### src/rtl/rtc_pkg.sv
// Package: shared types and register word addresses for the real-time clock.
// Assumes a word-addressed register bus with a 3-bit address.
package rtc_pkg;
    localparam int ADDR_W = 3;

    typedef enum logic [ADDR_W-1:0] {
        A_SEC = 3'd0,
        A_SUB = 3'd1,
        A_TOD = 3'd2,
        A_RLD = 3'd3,
        A_CTL = 3'd4
    } reg_addr_e;

    // Staged enables that only take effect when busy clears.
    typedef struct packed {
        logic sub_en;
        logic tod_en;
        logic run;
    } en_set_t;
endpackage

### src/rtl/rtc_prescaler.sv
// Module: divides the 32768 Hz enable pulse down to a subsecond tick.
// Assumes ce is a single-cycle pulse. The counter holds its value while run is low.
module rtc_prescaler #(
    parameter int DIV = 128
) (
    input  logic                     clk,
    input  logic                     rst_n,
    input  logic                     run,
    input  logic                     ce,
    output logic                     tick,
    output logic                     pre_tick,
    output logic [$clog2(DIV)-1:0]   div_q
);
    localparam int W = $clog2(DIV);
    localparam logic [W-1:0] LAST = W'(DIV - 1);
    localparam logic [W-1:0] PRE  = W'(DIV - 2);

    // Prescale counter: advances on each enable pulse while running.
    always_ff @(posedge clk) begin
        if (!rst_n)
            div_q <= '0;
        else if (run && ce)
            div_q <= (div_q == LAST) ? '0 : div_q + 1'b1;
    end

    // Tick on the last prescale step; pre-tick one pulse earlier.
    always_comb begin
        tick     = run && ce && (div_q == LAST);
        pre_tick = run && ce && (div_q == PRE);
    end
endmodule

### src/rtl/rtc_ctrl_reg.sv
// Module: control word storage with staged enables and a fixed busy window.
// Assumes wr is a single-cycle control write strobe. Busy starts set out of reset.
module rtc_ctrl_reg #(
    parameter int BUSY_CYCLES = 4
) (
    input  logic                 clk,
    input  logic                 rst_n,
    input  logic                 wr,
    input  logic [31:0]          wdata,
    output rtc_pkg::en_set_t     eff,
    output logic                 busy,
    output logic                 rie,
    output logic                 sq_en,
    output logic [1:0]           fsel,
    output logic                 acre,
    output logic                 wen
);
    localparam int CW = $clog2(BUSY_CYCLES + 1);
    localparam logic [CW-1:0] START = CW'(BUSY_CYCLES - 1);

    rtc_pkg::en_set_t pend;
    logic [CW-1:0]    bcnt;

    // Plain configuration bits: written on any control write.
    always_ff @(posedge clk) begin
        if (!rst_n) begin
            rie   <= 1'b0;
            sq_en <= 1'b0;
            fsel  <= 2'd0;
            acre  <= 1'b0;
            wen   <= 1'b0;
        end else if (wr) begin
            rie   <= wdata[5];
            sq_en <= wdata[8];
            fsel  <= wdata[10:9];
            acre  <= wdata[14];
            wen   <= wdata[15];
        end
    end

    // Staging: latch pending enables, run the busy window, then apply them.
    always_ff @(posedge clk) begin
        if (!rst_n) begin
            pend <= '0;
            eff  <= '0;
            busy <= 1'b1;
            bcnt <= START;
        end else if (wr && !busy) begin
            pend.tod_en <= wdata[1];
            pend.sub_en <= wdata[2];
            if (wen)
                pend.run <= wdata[0];
            busy <= 1'b1;
            bcnt <= START;
        end else if (busy) begin
            if (bcnt == '0) begin
                busy <= 1'b0;
                eff  <= pend;
            end else begin
                bcnt <= bcnt - 1'b1;
            end
        end
    end
endmodule

### src/rtl/rtc_counters.sv
// Module: subsecond and seconds counts, ready flag and both alarms.
// Assumes tick and pre_tick never coincide. A software count write wins over a tick in the same cycle.
module rtc_counters #(
    parameter int TOD_W = 20
) (
    input  logic              clk,
    input  logic              rst_n,
    input  logic              tick,
    input  logic              pre_tick,
    input  logic              tod_en,
    input  logic              sub_en,
    input  logic              wr_sec,
    input  logic              wr_sub,
    input  logic              wr_tod,
    input  logic              wr_rld,
    input  logic              clr_ready,
    input  logic [31:0]       wdata,
    output logic [31:0]       sec,
    output logic [7:0]        sub,
    output logic [TOD_W-1:0]  tod,
    output logic [31:0]       rld,
    output logic              ready,
    output logic              tod_fl,
    output logic              sub_fl
);
    logic        wrap;
    logic [31:0] sec_next;
    logic [31:0] down;

    // Wrap detection and next seconds value.
    always_comb begin
        wrap     = tick && (sub == 8'hFF);
        sec_next = sec + 32'd1;
    end

    // Subsecond count.
    always_ff @(posedge clk) begin
        if (!rst_n)      sub <= 8'h00;
        else if (wr_sub) sub <= wdata[7:0];
        else if (tick)   sub <= sub + 8'd1;
    end

    // Seconds count.
    always_ff @(posedge clk) begin
        if (!rst_n)      sec <= 32'd0;
        else if (wr_sec) sec <= wdata;
        else if (wrap)   sec <= sec_next;
    end

    // Alarm value registers.
    always_ff @(posedge clk) begin
        if (!rst_n) begin
            tod <= '0;
            rld <= 32'd0;
        end else begin
            if (wr_tod) tod <= wdata[TOD_W-1:0];
            if (wr_rld) rld <= wdata;
        end
    end

    // Ready flag: hardware clear before the update, set by it, software clear.
    always_ff @(posedge clk) begin
        if (!rst_n)         ready <= 1'b0;
        else if (pre_tick)  ready <= 1'b0;
        else if (tick)      ready <= 1'b1;
        else if (clr_ready) ready <= 1'b0;
    end

    // Time-of-day alarm flag.
    always_ff @(posedge clk) begin
        if (!rst_n || !tod_en)
            tod_fl <= 1'b0;
        else if (wrap && !wr_sec && (sec_next[TOD_W-1:0] == tod))
            tod_fl <= 1'b1;
    end

    // Subsecond countdown alarm with reload.
    always_ff @(posedge clk) begin
        if (!rst_n) begin
            down   <= 32'd0;
            sub_fl <= 1'b0;
        end else if (!sub_en) begin
            down   <= rld;
            sub_fl <= 1'b0;
        end else if (tick) begin
            if (down <= 32'd1) begin
                down   <= rld;
                sub_fl <= 1'b1;
            end else begin
                down <= down - 32'd1;
            end
        end
    end
endmodule

### src/rtl/rtc_timekeeper.sv
// Module: top of the real-time clock. It decodes the register bus, builds the read mux
// and combines the interrupt, wake-up and square-wave outputs.
// Assumes ce_32k is a one-cycle pulse in the clk domain. Reads are combinational.
module rtc_timekeeper #(
    parameter int DIV         = 128,
    parameter int BUSY_CYCLES = 4,
    parameter int TOD_W       = 20,
    parameter int TAP_FAST    = 2,
    parameter int TAP_MID     = 5
) (
    input  logic        clk,
    input  logic        rst_n,
    input  logic        ce_32k,
    input  logic        reg_wr,
    input  logic [2:0]  reg_addr,
    input  logic [31:0] reg_wdata,
    output logic [31:0] reg_rdata,
    output logic        irq,
    output logic        wake,
    output logic        sqw
);
    import rtc_pkg::*;
    localparam int DW = $clog2(DIV);

    en_set_t          eff;
    logic             busy, rie, sq_en, acre, wen;
    logic [1:0]       fsel;
    logic             tick, pre_tick;
    logic [DW-1:0]    div_q;
    logic [31:0]      sec, rld;
    logic [7:0]       sub;
    logic [TOD_W-1:0] tod;
    logic             ready, tod_fl, sub_fl;
    logic             wr_sec, wr_sub, wr_tod, wr_rld, wr_ctl;

    // Write decode.
    always_comb begin
        wr_sec = reg_wr && (reg_addr == A_SEC);
        wr_sub = reg_wr && (reg_addr == A_SUB);
        wr_tod = reg_wr && (reg_addr == A_TOD);
        wr_rld = reg_wr && (reg_addr == A_RLD);
        wr_ctl = reg_wr && (reg_addr == A_CTL);
    end

    rtc_prescaler #(.DIV(DIV)) u_pre (
        .clk(clk), .rst_n(rst_n), .run(eff.run), .ce(ce_32k),
        .tick(tick), .pre_tick(pre_tick), .div_q(div_q)
    );

    rtc_ctrl_reg #(.BUSY_CYCLES(BUSY_CYCLES)) u_ctl (
        .clk(clk), .rst_n(rst_n), .wr(wr_ctl), .wdata(reg_wdata),
        .eff(eff), .busy(busy), .rie(rie), .sq_en(sq_en), .fsel(fsel),
        .acre(acre), .wen(wen)
    );

    rtc_counters #(.TOD_W(TOD_W)) u_cnt (
        .clk(clk), .rst_n(rst_n), .tick(tick), .pre_tick(pre_tick),
        .tod_en(eff.tod_en), .sub_en(eff.sub_en),
        .wr_sec(wr_sec), .wr_sub(wr_sub), .wr_tod(wr_tod), .wr_rld(wr_rld),
        .clr_ready(wr_ctl && !reg_wdata[4]), .wdata(reg_wdata),
        .sec(sec), .sub(sub), .tod(tod), .rld(rld),
        .ready(ready), .tod_fl(tod_fl), .sub_fl(sub_fl)
    );

    // Read mux.
    always_comb begin
        case (reg_addr)
            A_SEC:   reg_rdata = sec;
            A_SUB:   reg_rdata = {24'd0, sub};
            A_TOD:   reg_rdata = 32'(tod);
            A_RLD:   reg_rdata = rld;
            A_CTL:   reg_rdata = {16'd0, wen, acre, 3'd0, fsel, sq_en, sub_fl, tod_fl,
                                  rie, ready, busy, eff.sub_en, eff.tod_en, eff.run};
            default: reg_rdata = 32'd0;
        endcase
    end

    // Interrupt and wake-up combination.
    always_comb begin
        irq  = (ready && rie) || (tod_fl && eff.tod_en) || (sub_fl && eff.sub_en);
        wake = tod_fl || sub_fl;
    end

    // Square-wave selection.
    always_comb begin
        sqw = 1'b0;
        if (sq_en) begin
            case (fsel)
                2'd0:    sqw = sub[7];
                2'd1:    sqw = div_q[TAP_MID];
                2'd2:    sqw = div_q[TAP_FAST];
                default: sqw = 1'b0;
            endcase
        end
    end
endmodule

### config.mk
export PLATFORM = sky130hd
export DESIGN_NAME = rtc_timekeeper
export DESIGN_NICKNAME = d
export VERILOG_FILES = /design/src/rtl/rtc_pkg.sv /design/src/rtl/rtc_prescaler.sv /design/src/rtl/rtc_ctrl_reg.sv /design/src/rtl/rtc_counters.sv /design/src/rtl/rtc_timekeeper.sv
export SDC_FILE = /design/constraint.sdc
export NUM_CORES = 1
export LEC_CHECK = 0
export BUFFER_PORTS_ARGS = -buffer_cell sky130_fd_sc_hd__buf_2
export CORE_MARGIN = 3
export CORE_UTILIZATION = 35
export CTS_BUF_LIST = sky130_fd_sc_hd__clkbuf_8
export DETAILED_ROUTE_END_ITERATION = 12
export MAX_ROUTING_LAYER = met4
export PLACE_DENSITY = 0.5
export SYNTH_ARGS = -nofsm -noshare
export SYNTH_HDL_FRONTEND = slang
export SYNTH_SLANG_ARGS = --single-unit
### constraint.sdc
create_clock -name clk -period 8.37 [get_ports clk]
set_input_delay 0.837 -clock clk [delete_from_list [all_inputs] [get_ports clk]]
set_output_delay 0.837 -clock clk [all_outputs]
set_load 0.01 [all_outputs]
==> flow_metrics.tcl, run 1 <==
set metrics [dict create \
    final.setup.worst_slack_ns 4.85 \
    synth.distinct_cells 67 \
    synth-compound-area-share_pct 22.0 \
    die_height_um 161 \
    synth_enable_flop_cells 0 \
    globalRoute.totalOverflow 0 \
    multiInputGateArea_sq_um 4980 \
    grt_util_all_layers_pct 22.4 \
    final_core_utilization_pct 40.0 \
    synth_top_family_by_area "simple AND/OR/NAND/NOR gates" \
    num_cts_buffers 17 \
    cts.repair.resized 0 \
    cts.root.buffer_cell "clkbuf_8" \
    postPlaceCellArea_sq_um 8850 \
    wirelength_um 28300 \
    cp.required_ns 8.68 \
    flow.area_growth_from_synthesis_pct 10.3 \
    syn-num-nets 1152 \
    rsz0062_at_grt "no" \
    run_status "completed" \
    gp_routability_congestion 0.853 \
    netlist_area_sq_um 8360 \
    synth-async-reset-ratio_pct 0 \
    finalCritPeriodShare_pct 42.1 \
    worstPathMaxFanout 25 \
    num_vias 8065 \
    via_per_inst 5.57 \
    routed_wire_length_per_instance_um 19.6 \
    antennaDiodeCount 0 \
    synth_seq_area_share_pct 35.9 \
    die-width_um 161 \
    synthMuxAreaShare_pct 3.74 \
    clk_latency_ns 0.46 \
    fillers 2445 \
    synth-main-ff-cell "dfxtp_1" \
    worst_setup_path_start_kind "flop" \
    critPathKind "reg -> reg" \
    worstHoldPathType "reg -> reg" \
    dr.first_iter.drc_count 562 \
    power-per-cell-area_nw_per_um2 160 \
    final-setup-viol-count 0 \
    max_slew.worst_pin.slew_ns 1.14 \
    xor_and_xnor_area_share_after_synthesis_pct 7.02 \
    number_of_pins_exceeding_their_max_slew_limit_in_the_final_report 0 \
    ff_latch_area_sq_um 3000 \
    setup.worst_path.end_class "flop" \
    netlist.area_leader.share_pct 35.9 \
    post_synth_inst_count 1105 \
    synthAdderAreaFrac_pct 1.20 \
    design_area_sq_um 9230 \
    portBuffers 73 \
    synthesis.area_per_instance_sq_um 7.57 \
    yosysTopAreaCell "dfxtp_1" \
    cts.reportedPaths.clkPinSlew_ns 0.10 \
    final_hold_viol_count 0 \
    placement_rows 55 \
    initial_antenna_violation_count 0 \
    drive_above_1_share_pct 12.8 \
    tritoncts "yes" \
    initial_utilization_pct 36.3 \
    number_of_sinks_driven_by_the_clock_tree 150 \
    number_of_routed_nets_with_antenna_violations 0 \
    min_period_ns 3.52 \
    synth.ff_latch_count 150 \
    grt_pass1_vias 7674 \
    cts.htree.levels 4 \
    worst_case_headroom_to_the_max_slew_limit_pct 24.0 \
    place.detailed.hpwl_um 20000 \
    largest_net_degree_at_the_start_of_global_routing 83 \
    remaining_drc_errors 0 \
    synth_simple_gate_area_share_pct 25.5 \
    cap_viol_max_count 0 \
    grt_pass1_wl_um 44500 \
    floorplan.die_area_sq_um 25800 \
    power.static_leakage_uw 0.00324 \
    finalClockSkew_ns 0.0180 \
    count_of_hold_fix_buffers_inserted_at_cts 0 \
    coreArea_sq_um 23100 \
    synth.cells.most_frequent "195 x nand2_1, 150 x dfxtp_1, 109 x a21oi_1" \
    final.hold.worst_slack_ns 0.462 \
    detailedRoute.firstPassIterationCount 6 \
    ys.warnings.count 0 \
    postCtsSetupBuffers 0 \
    nets 1168 \
    io_pins 74 \
    worst_ir_drop_vdd_v 0.0000916 \
    max_clock_freq_mhz 284 \
    yosys-top-cells-area "dfxtp_1 36%, nand2_1 8.8%, a21oi_1 6.5%, nor2_1 4.2%, xnor2_1 3.8%" \
    worst_ep_arrival_time_ns 3.84 \
    cts-root-to-sink-buffers 2 \
    dp_worst_setup_slack_ns 4.89 \
    tns_ns 0 \
    yosysMostFrequentCell "nand2_1" \
]
[placed cells by master (no fill, tap or decap), types with 18 or more instances in the layout]
master and n:
nor2_1 93, xnor2_1 36, buf_2 73, nand4_1 18, a22oi_1 41, nand3_1 36, o21ai_0 58, xor2_1 31
dfxtp_1 150, nand2_1 194, nor3_1 29, clkbuf_8 18, a21oi_1 109
[final cells by class]
type	count	share of cell area, %
Tap cell	313	4.24
Timing Repair Buffer	82	4.69
Sequential cell	150	32.5
Multi-Input combinational cell	857	53.9
Clock inverter	14	1.38
Clock buffer	18	2.68
Inverter	13	0.542
[layer usage]
metal	share of wire [%]	up-vias	routed length [um]	GRT usage, %
met2	45	222	12800	34.5
met1	48	3825	13700	31.0
met4	1.4	0	388	5.25
met3	4.8	28	1350	3.38
li1	-	3990	-	-
met5	0	-	0	-
[metrics by stage]
stage / total power, uW / cells
5_1_grt: 1540 / 1447
3_3_place_gp: 942 / 1415
3_5_place_dp: 941 / 1415
4_1_cts: 1490 / 1447
2_1_floorplan: 884 / 1105
6_report: 1480 / 1447
[state kept, by name (all words and copies together), names as in the netlist]
name          cells
u_cnt.down       32
u_cnt.rld        32
u_cnt.sec        32
u_cnt.tod        20
u_cnt.sub         8
u_pre.div_q       7
u_ctl.bcnt        3
u_ctl.eff         3
u_ctl.pend        3
u_ctl.fsel        2
u_cnt.ready       1
u_cnt.sub_fl      1
u_cnt.tod_fl      1
u_ctl.acre        1
u_ctl.busy        1
u_ctl.rie         1
u_ctl.sq_en       1
u_ctl.wen         1
[kinds of logic (layout without fill, tap and decap cells)]
group,count (synthesis),after routing
adders and majority gates,8,8
buffers and inverters,98,127
and+or+nand+nor,458,458
muxes,29,29
DFF,150,150
AOI/OAI and AO/OA,295,295
xor gates and xnor gates,67,67
[critical path, cell delays in order (launching register included)]
cell,delay [ns]
dfxtp_1,0.39
or4_4,0.59
or4_1,0.55
or4_1,0.62
o21ai_4,0.60
mux2_1,0.38
a22oi_1,0.19
nor2_1,0.05
[final timing paths]
| path | start | end | slack, ns | cells after the start |
|---|---|---|---|---|
| worst min register to register | u_ctl.pend[0] | u_ctl.pend[0] | 0.46 | 2 |
| worst max-delay path | u_cnt.down[8] | u_cnt.down[8] | 4.85 | 7 |
| worst min-delay path | u_ctl.pend[0] | u_ctl.pend[0] | 0.46 | 2 |
| worst max register to register | u_cnt.down[8] | u_cnt.down[8] | 4.85 | 7 |
[where the power goes]
group	internal, uW	switching, uW
combinational	56.0	110
clock	245	303
sequential	734	27.4
No activity file was read; power rests on OpenSTA's default activity.
==> run 2: changes to the inputs <==
==> constraint.sdc (replaced) <==
create_clock -name clk -period 3.6 [get_ports clk]
set_input_delay 0.36 -clock clk [delete_from_list [all_inputs] [get_ports clk]]
set_output_delay 0.36 -clock clk [all_outputs]
set_load 0.01 [all_outputs]
==> run 2 against run 1 <==
Die area unchanged. Core utilization increased by 0.84 points. Highest routed layer unchanged. Critical path type unchanged. Largest power group unchanged. Sequential share of layout area decreased by 0.67 points. Count of clock-buffer cells in the layout unchanged. Hold slack got worse by 0.33 ns. Sequential cell count unchanged. Register-to-register slack got worse by 4.5 ns. Combinational power increased by 150%. Global-route usage increased by 0.57 points.
==> flow_metrics.tcl, run 2 (synthesis gave the netlist of run 1 again) <==
set metrics [dict create \
    finalClockSkew_ns 0.0182 \
    report.power.total_uw 3470 \
    min_period_ns 3.26 \
    cts.reportedPaths.clkPinSlew_ns 0.09 \
    grt_pass1_vias 7650 \
    place.detailed.hpwl_um 21100 \
    critPathLaunch "u_cnt.down[8]" \
    coreArea_sq_um 23100 \
    die_height_um 161 \
    postCtsSetupBuffers 0 \
    drive_above_1_share_pct 14.2 \
    final-setup-viol-count 0 \
    tritoncts "yes" \
    worstPathMaxFanout 10 \
    final_hold_viol_count 0 \
    mostFrequentLayoutCell "nand2_1" \
    die-width_um 161 \
    rr_startpoint "u_cnt.down[8]" \
    holdCritStartpoint "reg_wdata[30]" \
    run_status "completed" \
    layout.cells.most_common_list "194 x nand2_1, 150 x dfxtp_1, 109 x a21oi_1" \
    routed_wire_length_per_instance_um 19.9 \
    initial_antenna_violation_count 0 \
    initial_utilization_pct 36.3 \
    power-per-cell-area_nw_per_um2 368 \
    setup.worst_path.end_class "flop" \
    globalRoute.totalOverflow 0 \
    critPathKind "reg -> reg" \
    grt_pass1_wl_um 45400 \
    rsz0062_at_grt "no" \
    cts-root-to-sink-buffers 2 \
    antennaDiodeCount 0 \
    max_clock_freq_mhz 306 \
    postPlaceCellArea_sq_um 9050 \
    floorplan.die_area_sq_um 25800 \
    cap_viol_max_count 0 \
    count_of_hold_fix_buffers_inserted_at_cts 0 \
    power.static_leakage_uw 0.00333 \
    flow.area_growth_from_synthesis_pct 12.7 \
    tns_ns 0 \
    dr.first_iter.drc_count 570 \
    num_vias 8170 \
    gp_routability_congestion 0.934 \
    num_cts_buffers 17 \
    final_core_utilization_pct 40.9 \
    max_slew.worst_pin.slew_ns 0.716 \
    grt_util_all_layers_pct 22.9 \
    worstHoldPathType "in -> reg" \
    cts.root.buffer_cell "clkbuf_8" \
    number_of_sinks_driven_by_the_clock_tree 150 \
    nets 1187 \
    finalCritPeriodShare_pct 90.7 \
    io_pins 74 \
    multiInputGateArea_sq_um 4980 \
    wirelength_um 29200 \
    final.hold.worst_slack_ns 0.133 \
    ff_latch_area_sq_um 3000 \
    layout_top_registers "u_cnt.down x32, u_cnt.rld x32, u_cnt.sec x32" \
    detailedRoute.firstPassIterationCount 5 \
    cts.htree.levels 4 \
    portBuffers 73 \
    via_per_inst 5.57 \
    placement_rows 55 \
    worst_case_headroom_to_the_max_slew_limit_pct 51.1 \
    fillers 2398 \
    design_area_sq_um 9420 \
    worst_ir_drop_vdd_v 0.000185 \
    worst_setup_path_start_kind "flop" \
    clk_latency_ns 0.47 \
    cp.required_ns 3.95 \
    remaining_drc_errors 0 \
    worst_ep_arrival_time_ns 3.62 \
    number_of_routed_nets_with_antenna_violations 0 \
    number_of_pins_exceeding_their_max_slew_limit_in_the_final_report 0 \
    largest_net_degree_at_the_start_of_global_routing 49 \
    cts.repair.resized 0 \
]
## run 2: changes by cell type in the layout (fill, tap and decap cells not counted)
cell        delta
buf_12         +4
buf_4         +15
clkinv_2       -2
clkinv_4       -2
clkinvlp_4     +5
inv_6          -1
## run 2: power breakdown
group	total, uW	leakage, uW	internal [uW]	switching [uW]
clock	1290	0.000167	566	727
combinational	410	0.00195	143	266
sequential	1770	0.00121	1710	61.3
total	3470	0.00333	2420	1050
## run 2: critical path: stages, from the launching register on
cell and delay [ns]:
dfxtp_1 0.39, or4_4 0.59, or4_1 0.55, or4_1 0.64
o21ai_4 0.36, mux2_1 0.37, a22oi_1 0.20, nor2_1 0.05
## run 2: worst paths after layout
kind / to / slack [ns] / cells after the start
min reg2reg: u_ctl.acre / 0.47 / 2
max reg2reg: u_cnt.down[8] / 0.34 / 7
max: u_cnt.down[8] / 0.34 / 7
min: u_cnt.rld[30] / 0.13 / 3
## run 2: final cells by class
| type | instances | share of cell area [%] |
|---|---|---|
| sequential | 150 | 31.9 |
| multi-input combinational | 857 | 52.8 |
| clock inverter | 14 | 1.37 |
| tap | 313 | 4.16 |
| clock buffer | 18 | 2.63 |
| inverter | 13 | 0.531 |
| timing repair buffer | 101 | 6.64 |
## run 2: stage by stage
stage	cells	setup slack, ns
2_1_floorplan	1105	0.754
3_3_place_gp	1434	0.466
3_5_place_dp	1434	0.397
4_1_cts	1466	0.376
5_1_grt	1466	0.196
6_report	1466	0.336
## run 2: metal layers
| metal | part of all wire, % | global-route usage (%) | vias to the layer above |
|---|---|---|---|
| met1 | 49 | 31.8 | 3919 |
| met4 | 1.5 | 5.56 | 0 |
| met2 | 46 | 35.6 | 205 |
| met3 | 3.9 | 2.94 | 28 |
| li1 | - | - | 4018 |
| met5 | 0 | - | - |
==> run 3: changes to the inputs <==
==> constraint.sdc (replaced) <==
create_clock -name clk -period 3.6 [get_ports clk]
set_input_delay 0.72 -clock clk [delete_from_list [all_inputs] [get_ports clk]]
set_output_delay 0.72 -clock clk [all_outputs]
set_load 0.01 [all_outputs]
==> run 3 against run 2 <==
Final area about the same. Critical path depth up 1. Non-clock buffer count decreased by 2. Global-route usage down 0.32 points.
==> flow_metrics.tcl, run 3 (synthesis gave the netlist of run 1 again) <==
set metrics [dict create \
    mostFrequentLayoutCell "nand2_1" \
    tns_ns 0 \
    cp_slowest_stage_delay_ns 0.62 \
    run_status "completed" \
    gp_routability_congestion 0.892 \
    timing.critical_path.buf_inv 1 \
    min_period_ns 3.21 \
    postCtsSetupBuffers 0 \
    critPathKind "reg -> reg" \
    routed_wire_length_per_instance_um 19.7 \
    fillers 2491 \
    layout.cells.most_common_list "194 x nand2_1, 150 x dfxtp_1, 109 x a21oi_1" \
    power-per-cell-area_nw_per_um2 385 \
    placement_rows 55 \
    remaining_drc_errors 0 \
    tritoncts "yes" \
    grt_util_all_layers_pct 22.6 \
    dp_worst_setup_slack_ns 0.439 \
    flow.area_growth_from_synthesis_pct 12.6 \
    via_per_inst 5.55 \
    cts.root.buffer_cell "clkbuf_8" \
    drive_above_1_share_pct 13.9 \
    cts.repair.resized 0 \
    nets 1185 \
    finalClockSkew_ns 0.0178 \
    worst_case_headroom_to_the_max_slew_limit_pct 50.2 \
    setup.worst_path.end_class "flop" \
    antennaDiodeCount 0 \
    portBuffers 73 \
    initial_utilization_pct 36.3 \
    floorplan.die_area_sq_um 25800 \
    placed_cells_incl_taps 1432 \
    crit_chain "or4_4, or4_1, or4_1, o21ai_4, buf_4, o21ai_0, a22oi_1, nor2_1" \
    die-width_um 161 \
    num_vias 8112 \
    num_cts_buffers 17 \
    count_of_hold_fix_buffers_inserted_at_cts 0 \
    number_of_routed_nets_with_antenna_violations 0 \
    rsz0062_at_grt "no" \
    finalCritPeriodShare_pct 89.2 \
    worst_ir_drop_vdd_v 0.000234 \
    worstPathMaxFanout 16 \
    max_clock_freq_mhz 311 \
    final-instance-count-excl-fill 1462 \
    cap_viol_max_count 0 \
    wirelength_um 28800 \
    layout_top_registers "u_cnt.down x32, u_cnt.rld x32, u_cnt.sec x32" \
    worst_setup_path_start_kind "flop" \
    io_pins 74 \
    final.setup.worst_slack_ns 0.387 \
    coreArea_sq_um 23100 \
    worst_ep_arrival_time_ns 3.57 \
    die_height_um 161 \
    cpMostUsedCell "or4_1" \
    globalRoute.totalOverflow 0 \
    largest_net_degree_at_the_start_of_global_routing 54 \
    initial_antenna_violation_count 0 \
    cts.htree.levels 4 \
    grt_pass1_wl_um 44600 \
    clk_latency_ns 0.48 \
    dr.first_iter.drc_count 525 \
    cp.required_ns 3.96 \
    number_of_sinks_driven_by_the_clock_tree 150 \
    cts.reportedPaths.clkPinSlew_ns 0.09 \
    power.static_leakage_uw 0.00335 \
    cts-root-to-sink-buffers 2 \
    detailedRoute.firstPassIterationCount 5 \
    final_hold_viol_count 0 \
    timing.critical_path.slowest_stage_cell "or4_1" \
    max_slew.worst_pin.slew_ns 0.745 \
    worstHoldPathType "reg -> reg" \
    place.detailed.hpwl_um 20800 \
    final-setup-viol-count 0 \
    dominant_delay_contributor_by_cell_family_on_the_critical_path "simple AND/OR/NAND/NOR gates" \
    number_of_pins_exceeding_their_max_slew_limit_in_the_final_report 0 \
    grt_pass1_vias 7646 \
]
[run 3: cell types whose count changed in the layout (fill, tap and decap cells not counted)]
cell and change:
buf_12 -3, buf_4 +1, bufinv_16 +3, clkinv_2 +1
clkinvlp_4 -6
[run 3: final timing paths]
path	startpoint	endpoint	slack, ns	cells past startpoint
setup / recovery	u_cnt.down[8]	u_cnt.down[16]	0.39	8
hold / removal	u_ctl.pend[0]	u_ctl.pend[0]	0.46	2
setup reg to reg	u_cnt.down[8]	u_cnt.down[16]	0.39	8
hold reg to reg	u_ctl.pend[0]	u_ctl.pend[0]	0.46	2
[run 3: per-layer routing]
metal,global-route usage [%],vias up,wire (um)
met5,-,-,0
met4,5.01,0,350
met3,3.79,28,1670
met2,35.2,235,13200
met1,30.8,3830,13600
li1,-,4019,-
[run 3: area by class of cell]
class | instances | area [sq um] | area share [%]
Multi-Input combinational cell | 857 | 4980 | 52.8
Sequential cell | 150 | 3000 | 31.9
Timing Repair Buffer | 99 | 573 | 6.08
Tap cell | 313 | 392 | 4.16
Clock buffer | 18 | 248 | 2.63
Clock inverter | 12 | 179 | 1.90
Inverter | 13 | 50.0 | 0.531
[run 3: worst min-delay path: cells and delay by family (launching register included)]
kind            cells  cell delay [ns]
simple gates        1             0.05
compound gates      1             0.05
flops               1             0.32
[run 3: power by group]
group	switching, uW	total (uW)	internal (uW)
clock network	693	1460	768
logic	262	401	139
registers	62.4	1770	1710
[run 3: metrics by stage]
| step | total power, uW | util [%] | hold WS (ns) | area (sq um) |
|---|---|---|---|---|
| after global placement | 2210 | 39.0 | 0.446 | 8990 |
| after global routing | 3790 | 40.9 | 0.473 | 9420 |
| after floorplan | 2060 | - | 0.436 | 8360 |
| final | 3630 | 40.9 | 0.463 | 9420 |
| after detailed placement | 2210 | 39.0 | 0.451 | 8990 |
| after CTS | 3660 | 40.9 | 0.462 | 9420 |
